### config.mk
export PLATFORM = sky130hd
export DESIGN_NAME = sinv_l1_ctrl
export DESIGN_NICKNAME = d
export VERILOG_FILES = /design/src/rtl/sinv_pkg.sv /design/src/rtl/sinv_sweep_seq.sv /design/src/rtl/sinv_line.sv /design/src/rtl/sinv_l1_ctrl.sv
export SDC_FILE = /design/constraint.sdc
export NUM_CORES = 2
export LEC_CHECK = 0
export BUFFER_PORTS_ARGS = -buffer_cell sky130_fd_sc_hd__buf_4
export CAP_MARGIN = 15
export CELL_PAD_IN_SITES_DETAIL_PLACEMENT = 0
export CELL_PAD_IN_SITES_GLOBAL_PLACEMENT = 1
export CORE_MARGIN = 2
export CORE_UTILIZATION = 40
export DETAILED_ROUTE_END_ITERATION = 10
export PLACE_DENSITY_LB_ADDON = 0.1
export SLEW_MARGIN = 25
export SYNTH_ARGS = -nofsm -noshare
export SYNTH_HDL_FRONTEND = slang
export SYNTH_HIERARCHICAL = 1
export SYNTH_SLANG_ARGS = --single-unit
### constraint.sdc
create_clock -name clk_i -period 6.1 [get_ports clk_i]
set_input_delay 0.305 -clock clk_i [delete_from_list [all_inputs] [get_ports clk_i]]
set_output_delay 0.305 -clock clk_i [all_outputs]
set_load 0.02 [all_outputs]
### src/rtl/sinv_pkg.sv
package sinv_pkg;
  typedef enum logic [1:0] {
    WS_INV = 2'b00,
    WS_VAL = 2'b01,
    WS_REG = 2'b10
  } wstate_e;

  typedef enum logic {
    CS_IDLE = 1'b0,
    CS_WAIT = 1'b1
  } ctrl_e;
endpackage

### src/rtl/sinv_sweep_seq.sv
module sinv_sweep_seq #(
  parameter int unsigned NUM_LINES = 8,
  localparam int unsigned IDX_W = $clog2(NUM_LINES)
) (
  input  logic             clk_i,
  input  logic             rst_ni,
  input  logic             start_i,
  output logic             busy_o,
  output logic [IDX_W-1:0] line_o,
  output logic             last_o,
  output logic             done_o
);
  localparam logic [IDX_W-1:0] LAST_LINE = IDX_W'(NUM_LINES - 1);

  logic             busy_q, done_q;
  logic [IDX_W-1:0] cnt_q;

  always_ff @(posedge clk_i or negedge rst_ni) begin
    if (!rst_ni) begin
      busy_q <= 1'b0;
      done_q <= 1'b0;
      cnt_q  <= '0;
    end else begin
      done_q <= 1'b0;
      if (!busy_q) begin
        if (start_i) begin
          busy_q <= 1'b1;
          cnt_q  <= '0;
        end
      end else if (cnt_q == LAST_LINE) begin
        busy_q <= 1'b0;
        done_q <= 1'b1;
      end else begin
        cnt_q <= cnt_q + 1'b1;
      end
    end
  end

  assign busy_o = busy_q;
  assign line_o = cnt_q;
  assign last_o = busy_q && (cnt_q == LAST_LINE);
  assign done_o = done_q;

  a_r8_done_after_last: assert property (@(posedge clk_i) disable iff (!rst_ni)
    done_o |-> $past(last_o));
  a_r8_one_line_per_cycle: assert property (@(posedge clk_i) disable iff (!rst_ni)
    (busy_o && !last_o) |=> (busy_o && line_o == IDX_W'($past(line_o) + 1'b1)));
endmodule

### src/rtl/sinv_line.sv
module sinv_line
  import sinv_pkg::*;
#(
  parameter int unsigned WORDS       = 4,
  parameter int unsigned DATA_W      = 16,
  parameter int unsigned TAG_W       = 5,
  parameter int unsigned NUM_REGIONS = 4,
  localparam int unsigned OFF_W = $clog2(WORDS),
  localparam int unsigned RGN_W = $clog2(NUM_REGIONS)
) (
  input  logic                           clk_i,
  input  logic                           rst_ni,
  input  logic                           alloc_i,
  input  logic [TAG_W-1:0]               tag_i,
  input  logic                           fill_i,
  input  logic [WORDS*DATA_W-1:0]        fill_data_i,
  input  logic [WORDS*RGN_W-1:0]         fill_rgn_i,
  input  logic                           store_i,
  input  logic                           touch_i,
  input  logic [OFF_W-1:0]               word_i,
  input  logic [DATA_W-1:0]              wdata_i,
  input  logic [RGN_W-1:0]               wrgn_i,
  input  logic                           sweep_i,
  input  logic [NUM_REGIONS-1:0]         mask_i,
  input  logic                           clr_touch_i,
  output logic [TAG_W-1:0]               tag_o,
  output logic [WORDS-1:0][1:0]          state_o,
  output logic [WORDS-1:0][DATA_W-1:0]   data_o
);
  logic [TAG_W-1:0]  tag_q;
  wstate_e           st_q  [WORDS];
  logic [WORDS-1:0]  tch_q;
  logic [RGN_W-1:0]  rgn_q [WORDS];
  logic [DATA_W-1:0] dat_q [WORDS];

  always_ff @(posedge clk_i or negedge rst_ni) begin
    if (!rst_ni) begin
      tag_q <= '0;
      tch_q <= '0;
      for (int w = 0; w < WORDS; w++) begin
        st_q[w]  <= WS_INV;
        rgn_q[w] <= '0;
        dat_q[w] <= '0;
      end
    end else begin
      if (alloc_i) tag_q <= tag_i;
      for (int w = 0; w < WORDS; w++) begin
        if (alloc_i) begin
          st_q[w]  <= WS_INV;
          tch_q[w] <= 1'b0;
        end
        // merge: a fill never overwrites a live word of the same tag
        if (fill_i && (alloc_i || st_q[w] == WS_INV)) begin
          st_q[w]  <= WS_VAL;
          dat_q[w] <= fill_data_i[w*DATA_W +: DATA_W];
          rgn_q[w] <= fill_rgn_i[w*RGN_W +: RGN_W];
        end
        if (store_i && word_i == OFF_W'(w)) begin
          st_q[w]  <= WS_REG;
          dat_q[w] <= wdata_i;
          rgn_q[w] <= wrgn_i;
        end
        if (touch_i && word_i == OFF_W'(w)) tch_q[w] <= 1'b1;
        if (sweep_i && st_q[w] == WS_VAL && !tch_q[w] && mask_i[rgn_q[w]])
          st_q[w] <= WS_INV;
        if (clr_touch_i) tch_q[w] <= 1'b0;
      end
    end
  end

  assign tag_o = tag_q;

  for (genvar w = 0; w < WORDS; w++) begin : g_out
    assign state_o[w] = st_q[w];
    assign data_o[w]  = dat_q[w];

    a_r7_registered_kept: assert property (@(posedge clk_i) disable iff (!rst_ni)
      (sweep_i && st_q[w] == WS_REG) |=> (st_q[w] == WS_REG));
    a_r7_touched_kept: assert property (@(posedge clk_i) disable iff (!rst_ni)
      (sweep_i && st_q[w] == WS_VAL && tch_q[w]) |=> (st_q[w] == WS_VAL));
    a_r9_touch_cleared: assert property (@(posedge clk_i) disable iff (!rst_ni)
      clr_touch_i |=> !tch_q[w]);
  end
endmodule

### src/rtl/sinv_l1_ctrl.sv
module sinv_l1_ctrl
  import sinv_pkg::*;
#(
  parameter int unsigned ADDR_W      = 10,
  parameter int unsigned WORDS       = 4,
  parameter int unsigned NUM_LINES   = 8,
  parameter int unsigned DATA_W      = 16,
  parameter int unsigned NUM_REGIONS = 4,
  localparam int unsigned OFF_W   = $clog2(WORDS),
  localparam int unsigned IDX_W   = $clog2(NUM_LINES),
  localparam int unsigned TAG_W   = ADDR_W - IDX_W - OFF_W,
  localparam int unsigned LADDR_W = ADDR_W - OFF_W,
  localparam int unsigned RGN_W   = $clog2(NUM_REGIONS)
) (
  input  logic                     clk_i,
  input  logic                     rst_ni,
  input  logic                     req_valid_i,
  input  logic                     req_write_i,
  input  logic [ADDR_W-1:0]        req_addr_i,
  input  logic [DATA_W-1:0]        req_wdata_i,
  input  logic [RGN_W-1:0]         req_region_i,
  output logic                     req_ready_o,
  output logic                     rsp_valid_o,
  output logic [DATA_W-1:0]        rsp_data_o,
  output logic                     rd_req_valid_o,
  output logic [LADDR_W-1:0]       rd_req_line_o,
  input  logic                     fill_valid_i,
  input  logic [WORDS*DATA_W-1:0]  fill_data_i,
  input  logic [WORDS*RGN_W-1:0]   fill_region_i,
  output logic                     reg_valid_o,
  output logic [ADDR_W-1:0]        reg_addr_o,
  output logic [DATA_W-1:0]        reg_data_o,
  input  logic                     sweep_start_i,
  input  logic [NUM_REGIONS-1:0]   sweep_mask_i,
  output logic                     sweep_done_o
);
  ctrl_e             st_q;
  logic [ADDR_W-1:0] miss_q;
  logic              pend_q;

  logic             seq_busy, seq_last, seq_done, sweep_go;
  logic [IDX_W-1:0] seq_line;

  logic [ADDR_W-1:0] cur_addr;
  logic [OFF_W-1:0]  cur_off;
  logic [IDX_W-1:0]  cur_idx;
  logic [TAG_W-1:0]  cur_tag;

  logic [TAG_W-1:0]              l_tag [NUM_LINES];
  logic [WORDS-1:0][1:0]         l_st  [NUM_LINES];
  logic [WORDS-1:0][DATA_W-1:0]  l_dat [NUM_LINES];

  logic tag_hit, word_hit, acc, st_go, ld_hit, ld_miss, fill_go;

  assign cur_addr = (st_q == CS_WAIT) ? miss_q : req_addr_i;
  assign cur_off  = cur_addr[OFF_W-1:0];
  assign cur_idx  = cur_addr[OFF_W +: IDX_W];
  assign cur_tag  = cur_addr[ADDR_W-1 -: TAG_W];

  assign tag_hit  = (l_tag[cur_idx] == cur_tag);
  assign word_hit = tag_hit && (l_st[cur_idx][cur_off] != 2'(WS_INV));

  assign sweep_go    = (sweep_start_i || pend_q) && (st_q == CS_IDLE) && !seq_busy;
  assign req_ready_o = (st_q == CS_IDLE) && !seq_busy && !sweep_start_i && !pend_q;
  assign acc         = req_valid_i && req_ready_o;
  assign st_go       = acc && req_write_i;
  assign ld_hit      = acc && !req_write_i && word_hit;
  assign ld_miss     = acc && !req_write_i && !word_hit;
  assign fill_go     = (st_q == CS_WAIT) && fill_valid_i;

  for (genvar i = 0; i < NUM_LINES; i++) begin : g_line
    logic sel;
    assign sel = (cur_idx == IDX_W'(i));
    sinv_line #(
      .WORDS(WORDS), .DATA_W(DATA_W), .TAG_W(TAG_W), .NUM_REGIONS(NUM_REGIONS)
    ) u_line (
      .clk_i       (clk_i),
      .rst_ni      (rst_ni),
      .alloc_i     ((st_go || fill_go) && sel && !tag_hit),
      .tag_i       (cur_tag),
      .fill_i      (fill_go && sel),
      .fill_data_i (fill_data_i),
      .fill_rgn_i  (fill_region_i),
      .store_i     (st_go && sel),
      .touch_i     ((ld_hit || fill_go) && sel),
      .word_i      (cur_off),
      .wdata_i     (req_wdata_i),
      .wrgn_i      (req_region_i),
      .sweep_i     (seq_busy && seq_line == IDX_W'(i)),
      .mask_i      (sweep_mask_i),
      .clr_touch_i (seq_last),
      .tag_o       (l_tag[i]),
      .state_o     (l_st[i]),
      .data_o      (l_dat[i])
    );
  end

  sinv_sweep_seq #(.NUM_LINES(NUM_LINES)) u_seq (
    .clk_i   (clk_i),
    .rst_ni  (rst_ni),
    .start_i (sweep_go),
    .busy_o  (seq_busy),
    .line_o  (seq_line),
    .last_o  (seq_last),
    .done_o  (seq_done)
  );

  always_ff @(posedge clk_i or negedge rst_ni) begin
    if (!rst_ni) begin
      st_q           <= CS_IDLE;
      miss_q         <= '0;
      pend_q         <= 1'b0;
      rsp_valid_o    <= 1'b0;
      rsp_data_o     <= '0;
      rd_req_valid_o <= 1'b0;
      reg_valid_o    <= 1'b0;
      reg_addr_o     <= '0;
      reg_data_o     <= '0;
    end else begin
      rsp_valid_o    <= 1'b0;
      rd_req_valid_o <= 1'b0;
      reg_valid_o    <= 1'b0;
      // a start that cannot run now is remembered
      if (sweep_go)           pend_q <= 1'b0;
      else if (sweep_start_i) pend_q <= 1'b1;
      unique case (st_q)
        CS_IDLE: begin
          if (st_go) begin
            reg_valid_o <= 1'b1;
            reg_addr_o  <= req_addr_i;
            reg_data_o  <= req_wdata_i;
          end else if (ld_hit) begin
            rsp_valid_o <= 1'b1;
            rsp_data_o  <= l_dat[cur_idx][cur_off];
          end else if (ld_miss) begin
            miss_q         <= req_addr_i;
            rd_req_valid_o <= 1'b1;
            st_q           <= CS_WAIT;
          end
        end
        CS_WAIT: begin
          if (fill_valid_i) begin
            rsp_valid_o <= 1'b1;
            rsp_data_o  <= fill_data_i[cur_off*DATA_W +: DATA_W];
            st_q        <= CS_IDLE;
          end
        end
        default: st_q <= CS_IDLE;
      endcase
    end
  end

  assign rd_req_line_o = miss_q[ADDR_W-1:OFF_W];
  assign sweep_done_o  = seq_done;

  a_r4_store_registers: assert property (@(posedge clk_i) disable iff (!rst_ni)
    (req_valid_i && req_ready_o && req_write_i) |=>
      (reg_valid_o && reg_addr_o == $past(req_addr_i) && reg_data_o == $past(req_wdata_i)));
  a_r2_miss_requests: assert property (@(posedge clk_i) disable iff (!rst_ni)
    ld_miss |=> (rd_req_valid_o && !rsp_valid_o && rd_req_line_o == $past(req_addr_i[ADDR_W-1:OFF_W])));
  a_r3_hit_responds: assert property (@(posedge clk_i) disable iff (!rst_ni)
    ld_hit |=> (rsp_valid_o && !rd_req_valid_o));
  a_r2_fill_responds: assert property (@(posedge clk_i) disable iff (!rst_ni)
    fill_go |=> rsp_valid_o);
  a_r10_quiet_in_sweep: assert property (@(posedge clk_i) disable iff (!rst_ni)
    seq_busy |-> (!req_ready_o && !rd_req_valid_o && !reg_valid_o));
endmodule

## Word-level counts from Yosys, hierarchy flattened

Index checks and enable logic that the tools add are counted.

| operators by class | value |
|---|---|
| equal/unequal tests | 54 |
| $add $sub $neg | 1 |
| order comparisons | 34 |
| bitwise gates (word level) | 4 |
| reductions and logical operators | 463 |
| shift-type cells | 1 |
| mux-type cells | 408 |

Operators by type and width:

| kind | count |
|---|---|
| 2-to-1 mux 16 bit | 68 |
| 2-to-1 mux 2 bit | 169 |
| logical AND 1 bit | 252 |
| binary-select mux 64 bit (select 3 bit) | 1 |
| 2-to-1 mux 64 bit | 2 |
| nonzero test 4 bit | 32 |
| 2-to-1 mux 1 bit | 121 |
| less-than comparator 2 x 3 -> 1 bit, second input constant | 33 |
| nonzero test 3 bit | 32 |
| nonzero test 2 bit | 35 |
| == test 2 x 1 -> 1 bit, second input constant | 33 |
| zero test 2 bit | 33 |
| binary-select mux 1 bit (select 2 bit) | 32 |
| indexed part select 64 x 7 -> 16 bit | 1 |
| zero test 1 bit | 38 |
| logical OR 1 bit | 35 |
| binary-select mux 16 bit (select 2 bit) | 1 |
| case mux 16 bit (2 select lines) | 1 |
| binary-select mux 8 bit (select 3 bit) | 1 |
| == test 3 bit, second input constant | 8 |
| 2-to-1 mux 8 bit | 2 |
| binary-select mux 5 bit (select 3 bit) | 1 |
| == test 3 x 2 -> 1 bit, second input constant | 4 |
| 2-to-1 mux 10 bit | 1 |
| other kinds (16) | 29 |

| storage, ports and cells | value |
|---|---|
| bits in registers | 774 |
| input port bits | 110 |
| word-level logic and storage cells | 1113 |

## Depth between registers and ports, before layout

| logic depth | value |
|---|---|
| depth after elaboration | 15 |
| depth in mapped cells | 16 |
| gate-level depth less buffers | 10 |

## By module

The synthesis kept the hierarchy.

By module, submodules not included:

| module | cells an instance | seq. area each (um2) | times used | area an instance (um2) |
|---|---|---|---|---|
| sinv_line | 462 | 2227.1 | 8 | 4498.1 |
| sinv_l1_ctrl | 925 | 1426.4 | 1 | 8518.2 |
| sinv_sweep_seq | 19 | 125.1 | 1 | 245.2 |

## Worst setup path after synthesis

Ideal clock, no wire load.

| path | value |
|---|---|
| kind | register to register |
| start | reg st_q |
| end | reg g_line[7].u_line.dat_q, in the netlist g_line[7].u_line/data_o[25] |
| setup slack | 2.419 ns |
| buffers on the path | 8 |
| arrival time | 3.551 ns |
| cell stages (with the launch flop) | 16 |
| cell sequence | dfrtp_1 buf_6 buf_6 buf_2 buf_2 clkbuf_1 nor4_1 nand3_1 clkbuf_1 nor3_1 o21a_1 buf_4 o21ba_4 buf_2 o21ai_0 a31oi_1 |

| between the ends | value |
|---|---|
| word-level cells in the longest chain between the ends | 12 |
| elaborated cells between the ends (all ways) | 26 |

RTL lines:

| item | line | text |
|---|---|---|
| start: declaration | sinv_l1_ctrl.sv:37 | `ctrl_e st_q;` |
| start signal: assignment | sinv_l1_ctrl.sv:110 | `st_q <= CS_IDLE;` |
| start signal: assignment | sinv_l1_ctrl.sv:138 | `st_q <= CS_WAIT;` |
| start signal: assignment | sinv_l1_ctrl.sv:145 | `st_q <= CS_IDLE;` |
| NOT 1 bit (no source line) (*) | -- |  |
| logical AND 1 bit (*) (3 in series) | sinv_l1_ctrl.sv:64 | `assign req_ready_o = (st_q == CS_IDLE) && !seq_busy && !sweep_start_i && !pend_q;` |
| net req_ready_o | sinv_l1_ctrl.sv:22 | `output logic req_ready_o,` |
| logical AND 1 bit (*) | sinv_l1_ctrl.sv:65 | `assign acc = req_valid_i && req_ready_o;` |
| logical AND 1 bit (*) | sinv_l1_ctrl.sv:66 | `assign st_go = acc && req_write_i;` |
| logical OR 1 bit | sinv_l1_ctrl.sv:79 | `.alloc_i ((st_go \|\| fill_go) && sel && !tag_hit),` |
| logical AND 1 bit (2 in series) | sinv_l1_ctrl.sv:79 |  |
| logical OR 1 bit | sinv_line.sv:53 | `if (fill_i && (alloc_i \|\| st_q[w] == WS_INV)) begin` |
| logical AND 1 bit | sinv_line.sv:53 |  |
| nonzero test 2 bit (no source line) | -- |  |
| end signal: indexed assignment | sinv_line.sv:55 | `dat_q[w] <= fill_data_i[w*DATA_W +: DATA_W];` |
| end signal: indexed assignment | sinv_line.sv:60 | `dat_q[w] <= wdata_i;` |
| end: declaration | sinv_line.sv:34 | `logic [DATA_W-1:0] dat_q [WORDS];` |

Mark *: on every way through the listed nets, which the timed path passes. The rest lies on a longest branch. The select of a mux whose other input is x is not followed.
A chain may end at the register's enable or synchronous reset.

## Worst setup path in the final report

| path | value |
|---|---|
| start | reg st_q |
| end | reg g_line[6].u_line.tch_q[2] |

| between the ends | value |
|---|---|
| word-level cells in the longest chain between the ends | 15 |
| elaborated cells between the ends (all ways) | 34 |

RTL lines:

| item | line | text |
|---|---|---|
| 2-to-1 mux 10 bit | sinv_l1_ctrl.sv:55 | `assign cur_addr = (st_q == CS_WAIT) ? miss_q : req_addr_i;` |
| NOT 3 -> 4 bit (implied by the code) | sinv_l1_ctrl.sv:60, sinv_l1_ctrl.sv:61 |  |
| binary-select mux 8 bit (select 3 bit) | sinv_l1_ctrl.sv:61 | `assign word_hit = tag_hit && (l_st[cur_idx][cur_off] != 2'(WS_INV));` |
| 2-to-1 mux 8 bit (implied by the code) (2 in series) | sinv_l1_ctrl.sv:61 |  |
| binary-select mux 2 bit (select 2 bit) | sinv_l1_ctrl.sv:61 |  |
| 2-to-1 mux 2 bit (implied by the code) | sinv_l1_ctrl.sv:61 |  |
| nonzero test 2 bit | sinv_l1_ctrl.sv:61 |  |
| logical AND 1 bit | sinv_l1_ctrl.sv:61 |  |
| logical AND 1 bit | sinv_l1_ctrl.sv:67 | `assign ld_hit = acc && !req_write_i && word_hit;` |
| logical OR 1 bit | sinv_l1_ctrl.sv:85 | `.touch_i ((ld_hit \|\| fill_go) && sel),` |
| logical AND 1 bit | sinv_l1_ctrl.sv:85 |  |
| logical AND 1 bit | sinv_line.sv:63 | `if (touch_i && word_i == OFF_W'(w)) tch_q[w] <= 1'b1;` |
| 2-to-1 mux 1 bit | sinv_line.sv:63 |  |
| 2-to-1 mux 1 bit | sinv_line.sv:66 | `if (clr_touch_i) tch_q[w] <= 1'b0;` |
| end signal: indexed assignment | sinv_line.sv:50 | `tch_q[w] <= 1'b0;` |
| end signal: indexed assignment | sinv_line.sv:63 |  |
| end signal: indexed assignment | sinv_line.sv:66 |  |
| end: declaration | sinv_line.sv:32 | `logic [WORDS-1:0] tch_q;` |

Parallel ways exist; a longest one is shown, timed or not. The select of a mux whose other input is x is not followed.

==> impl_metrics.env <==
export IMPL_rr_startpoint="st_q"
export IMPL_netlist_area_um2=44700
export IMPL_start_util=0.404
export IMPL_r2r_cells=9
export IMPL_synthFlopType="dfrtp_1"
export IMPL_globalplace_congestion=0.928
export IMPL_grtUsageMet3=0.0611
export IMPL_pwr_share_seq=0.393
export IMPL_async_flop_share=1.00
export IMPL_drive_gt1_frac=0.190
export IMPL_global_route_usage_met2=0.540
export IMPL_drt_vias_per_instance=6.69
export IMPL_power_frac_comb=0.286
export IMPL_timing_final_crit_period_ns=4.59
export IMPL_irDropWorstVdd_uv=248
export IMPL_yosys_warnings=6
export IMPL_vias=41400
export IMPL_finClkSkew_ns=0.0246
export IMPL_dieWidth_um=338
export IMPL_cts_sinks=774
export IMPL_max_freq_ghz=0.218
export IMPL_drc=0
export IMPL_worstMarginPinSlew_ns=1.09
export IMPL_seq_area_frac_synth=0.433
export IMPL_detail_route_antenna_nets=0
export IMPL_ys_seq_elements=774
export IMPL_routedWlPerCell_um=33.7
export IMPL_p_sw_mw=6.45
export IMPL_drtIter0Drc=5845
export IMPL_grt_util_all_layers=0.357
export IMPL_die_y_um=338
export IMPL_nFillCells=10600
export IMPL_syn_nets=4752
export IMPL_clock_path_buffers=3
export IMPL_cts_repair_resize_count=0
export IMPL_crit_required_ns=6.71
export IMPL_grt_start_max_net_pins=162
export IMPL_setup_viol=0
export IMPL_swShare=0.357
export IMPL_overflow=0
export IMPL_power_frac_clock=0.320
export IMPL_hp_class="in2reg"
export IMPL_clockRootBuffer="clkbuf_16"
export IMPL_io_buffers=164
export IMPL_whs_path_depth=3
export IMPL_placementRows=122
export IMPL_p_leak_nw=20.9
export IMPL_path_clk_slew_ns=0.06
export IMPL_arrival_ns=5.19
export IMPL_slew_headroom=0.269
export IMPL_crit_path_end_kind="flop"
export IMPL_htreeDepth=3
export IMPL_synth_cell_type_count=70
export IMPL_status="complete, no violations"
export IMPL_synthCells=4640
export IMPL_critPathMaxStageDelay_ns=0.76
export IMPL_grt_pass1_wl_mm=301
export IMPL_grt_met1_usage=0.501
export IMPL_min_to="g_line[5].u_line/rgn_q[1]"
export IMPL_cts_tree="done"
export IMPL_regToRegSetupSlack_ns=1.51
export IMPL_internal_power_mw=11.6
export IMPL_post_dp_hpwl_mm=127
export IMPL_fin_setup_tns_ns=0
export IMPL_finalHoldViolCount=0
export IMPL_clk_insertion_delay_late_ns=0.70
export IMPL_worst_setup_path_type="reg2reg"
export IMPL_crit_family="simple AND/OR/NAND/NOR gates"
export IMPL_areaGrowthSynthToFinish_pct=12.8
export IMPL_worst_path_buf_inv=0
export IMPL_setup_slack_ns=1.51
export IMPL_drt_wl_total_mm=209
export IMPL_multi_input_area_um2=23200
export IMPL_min_from="fill_region_i[7]"
export IMPL_cts_buffers=97
export IMPL_slew_viol_final=0
export IMPL_syn_area_per_cell_um2=9.64
export IMPL_critPathSlowestCell="dfrtp_4"
export IMPL_ioPinCount=165
export IMPL_timing_final_crit_share=0.752
export IMPL_synth_edff_count=0
export IMPL_startpoint_type="flop"
export IMPL_antenna_found_initial=12
export IMPL_drt_pass1_iter_count=6
export IMPL_crit_chain="mux2_8 > nor2_2 > a2111oi_0 > o21ai_0 > a311oi_2 > o31a_1 > nor3_1 > nand3b_1 > a21oi_1"
export IMPL_regArea_um2=19400
export IMPL_rsz0062_at_grt="false"
export IMPL_nNetsFinal=4742
export IMPL_reg2reg_to="g_line[6].u_line/tch_q[2]"
export IMPL_hold_ws_ns=0.0289
export IMPL_power_density_nw_per_um2=358
export IMPL_critPathMaxFanout=38
export IMPL_grt_pass1_vias=39500
export IMPL_fp_coreArea_um2=111000
export IMPL_grt_busiest_layer="met2"
export IMPL_die_area_um2=115000
export IMPL_max_cap_viol_count=0
export IMPL_pre_cts_ws_ns=1.36
## per-layer routing
layer	part of all wire	vias up
met5	0.00031	-
met4	0.051	10
met3	0.084	456
met2	0.44	2331
met1	0.42	21200
li1	-	17400
## Yosys cell counts, types with 18 or more instances
cell | n | area (µm²)
a21boi_0 | 144 | 1080
a21oi_1 | 59 | 295
a22oi_1 | 40 | 300
a31o_2 | 128 | 1120
a31oi_1 | 445 | 2780
a32oi_1 | 18 | 158
buf_2 | 196 | 981
buf_4 | 58 | 435
clkbuf_1 | 159 | 597
dfrtp_1 | 774 | 19400
inv_1 | 43 | 161
mux2_2 | 69 | 777
mux2i_1 | 31 | 310
mux4_2 | 163 | 3670
nand2_1 | 334 | 1250
nand3_1 | 484 | 2420
nand3b_1 | 33 | 248
nor2_1 | 511 | 1920
nor3_1 | 50 | 250
o211ai_1 | 19 | 143
o21ai_0 | 452 | 2260
o21bai_4 | 32 | 601
o22a_1 | 144 | 1260
## cells by family (layout without fill, tap and decap cells)
family	count (synthesis)	after routing	synth area share
AO/OA/AOI/OAI	1599	1599	0.248
XOR/XNOR	4	4	0.000783
adder cells (fa/ha/maj)	2	2	0.000559
buffers and inverters	481	541	0.0522
flip-flops	774	774	0.433
multiplexers	275	275	0.111
other	0	5	0
AND/OR/NAND/NOR	1505	1505	0.155
## through the flow
stage	total power, mW	utilization	cells	cell area [µm²]
CTS	18.1	0.455	6188	50400
floorplan	10.1	-	4640	44700
detailed placement	12.2	0.422	5957	46700
finish	18.1	0.455	6193	50500
global placement	12.2	0.422	5957	46700
global route	18.8	0.455	6190	50500
## placed cells by master, fill, tap and decap left out, types with 10 or more instances in the layout
cell type	instances
mux2_4	10
clkinv_2	12
nor2_1	502
a21oi_1	58
clkbuf_16	99
mux4_2	163
nand2_1	331
o211ai_1	19
and2_1	10
inv_2	10
a22oi_1	40
dlygate4sd3_1	62
and3_1	13
mux2i_1	28
a31o_1	16
buf_4	256
a32oi_1	18
nand3_1	483
a21boi_0	144
a31o_2	128
o21ai_0	452
clkbuf_8	20
o22a_1	144
nor4b_1	16
nand3b_1	33
o21a_1	11
nor3_1	48
mux2_2	68
clkbuf_1	30
dfrtp_1	773
a31oi_1	445
inv_1	33
o21ba_2	16
a311oi_1	11
o22ai_1	13
o21bai_4	32
## area by class of cell
class | instances | share of cell area
antenna | 5 | 0.000248
clock buffer | 149 | 0.0568
clock inverter | 20 | 0.00424
inverter | 45 | 0.00350
multi-input combinational | 3385 | 0.461
sequential | 774 | 0.384
tap | 1488 | 0.0369
timing repair buffer | 327 | 0.0539
## worst register-to-register path, stage by stage (launching register included)
cell and delay (ns):
dfrtp_4 0.76, mux2_8 0.63, nor2_2 0.74, a2111oi_0 0.27, o21ai_0 0.32, a311oi_2 0.19, o31a_1 0.55, nor3_1 0.75
nand3b_1 0.14, a21oi_1 0.17
## registers in the layout, indices dropped and copies added (netlist names), 16 cells and up
name and count:
g_line.u_line/state_o 64, rsp_data_o 16, g_line.u_line/rgn_q 64, g_line.u_line/tch_q 32, g_line.u_line/tag_o 40, reg_data_o 16
g_line.u_line/data_o 512
## how the worst max path moves through the flow
| stage | startpoint | to | slack (ns) | depth (start not counted) |
|---|---|---|---|---|
| final | st_q | g_line[6].u_line/tch_q[2] | 1.51 | 9 |
| after global routing | st_q | g_line[6].u_line/tch_q[1] | 1.26 | 10 |
| after CTS | st_q | g_line[7].u_line/tch_q[3] | 1.37 | 9 |
| after detailed placement | st_q | g_line[7].u_line/tch_q[3] | 1.36 | 9 |
| after global placement | st_q | g_line[7].u_line/tch_q[3] | 0.98 | 9 |
| after floorplan | st_q | g_line[7].u_line/data_o[25] | 2.42 | 15 |
## power groups by stage
stage               clock [mW]  sequential, mW  combinational [mW]
finish                    5.79            7.11                5.18
detailed placement           0            7.16                5.07
global placement             0            7.16                5.00
global route              6.06            7.25                5.46
floorplan                    0            7.00                3.09
CTS                       5.87            7.09                5.11
## repair_timing
item | 4_1_cts | 5_1_grt
hold buffers | 62 | 0
hold endpoints to repair | 492 | 0
buffers inserted | 0 | 0
Power figures use the tool's default switching activity.
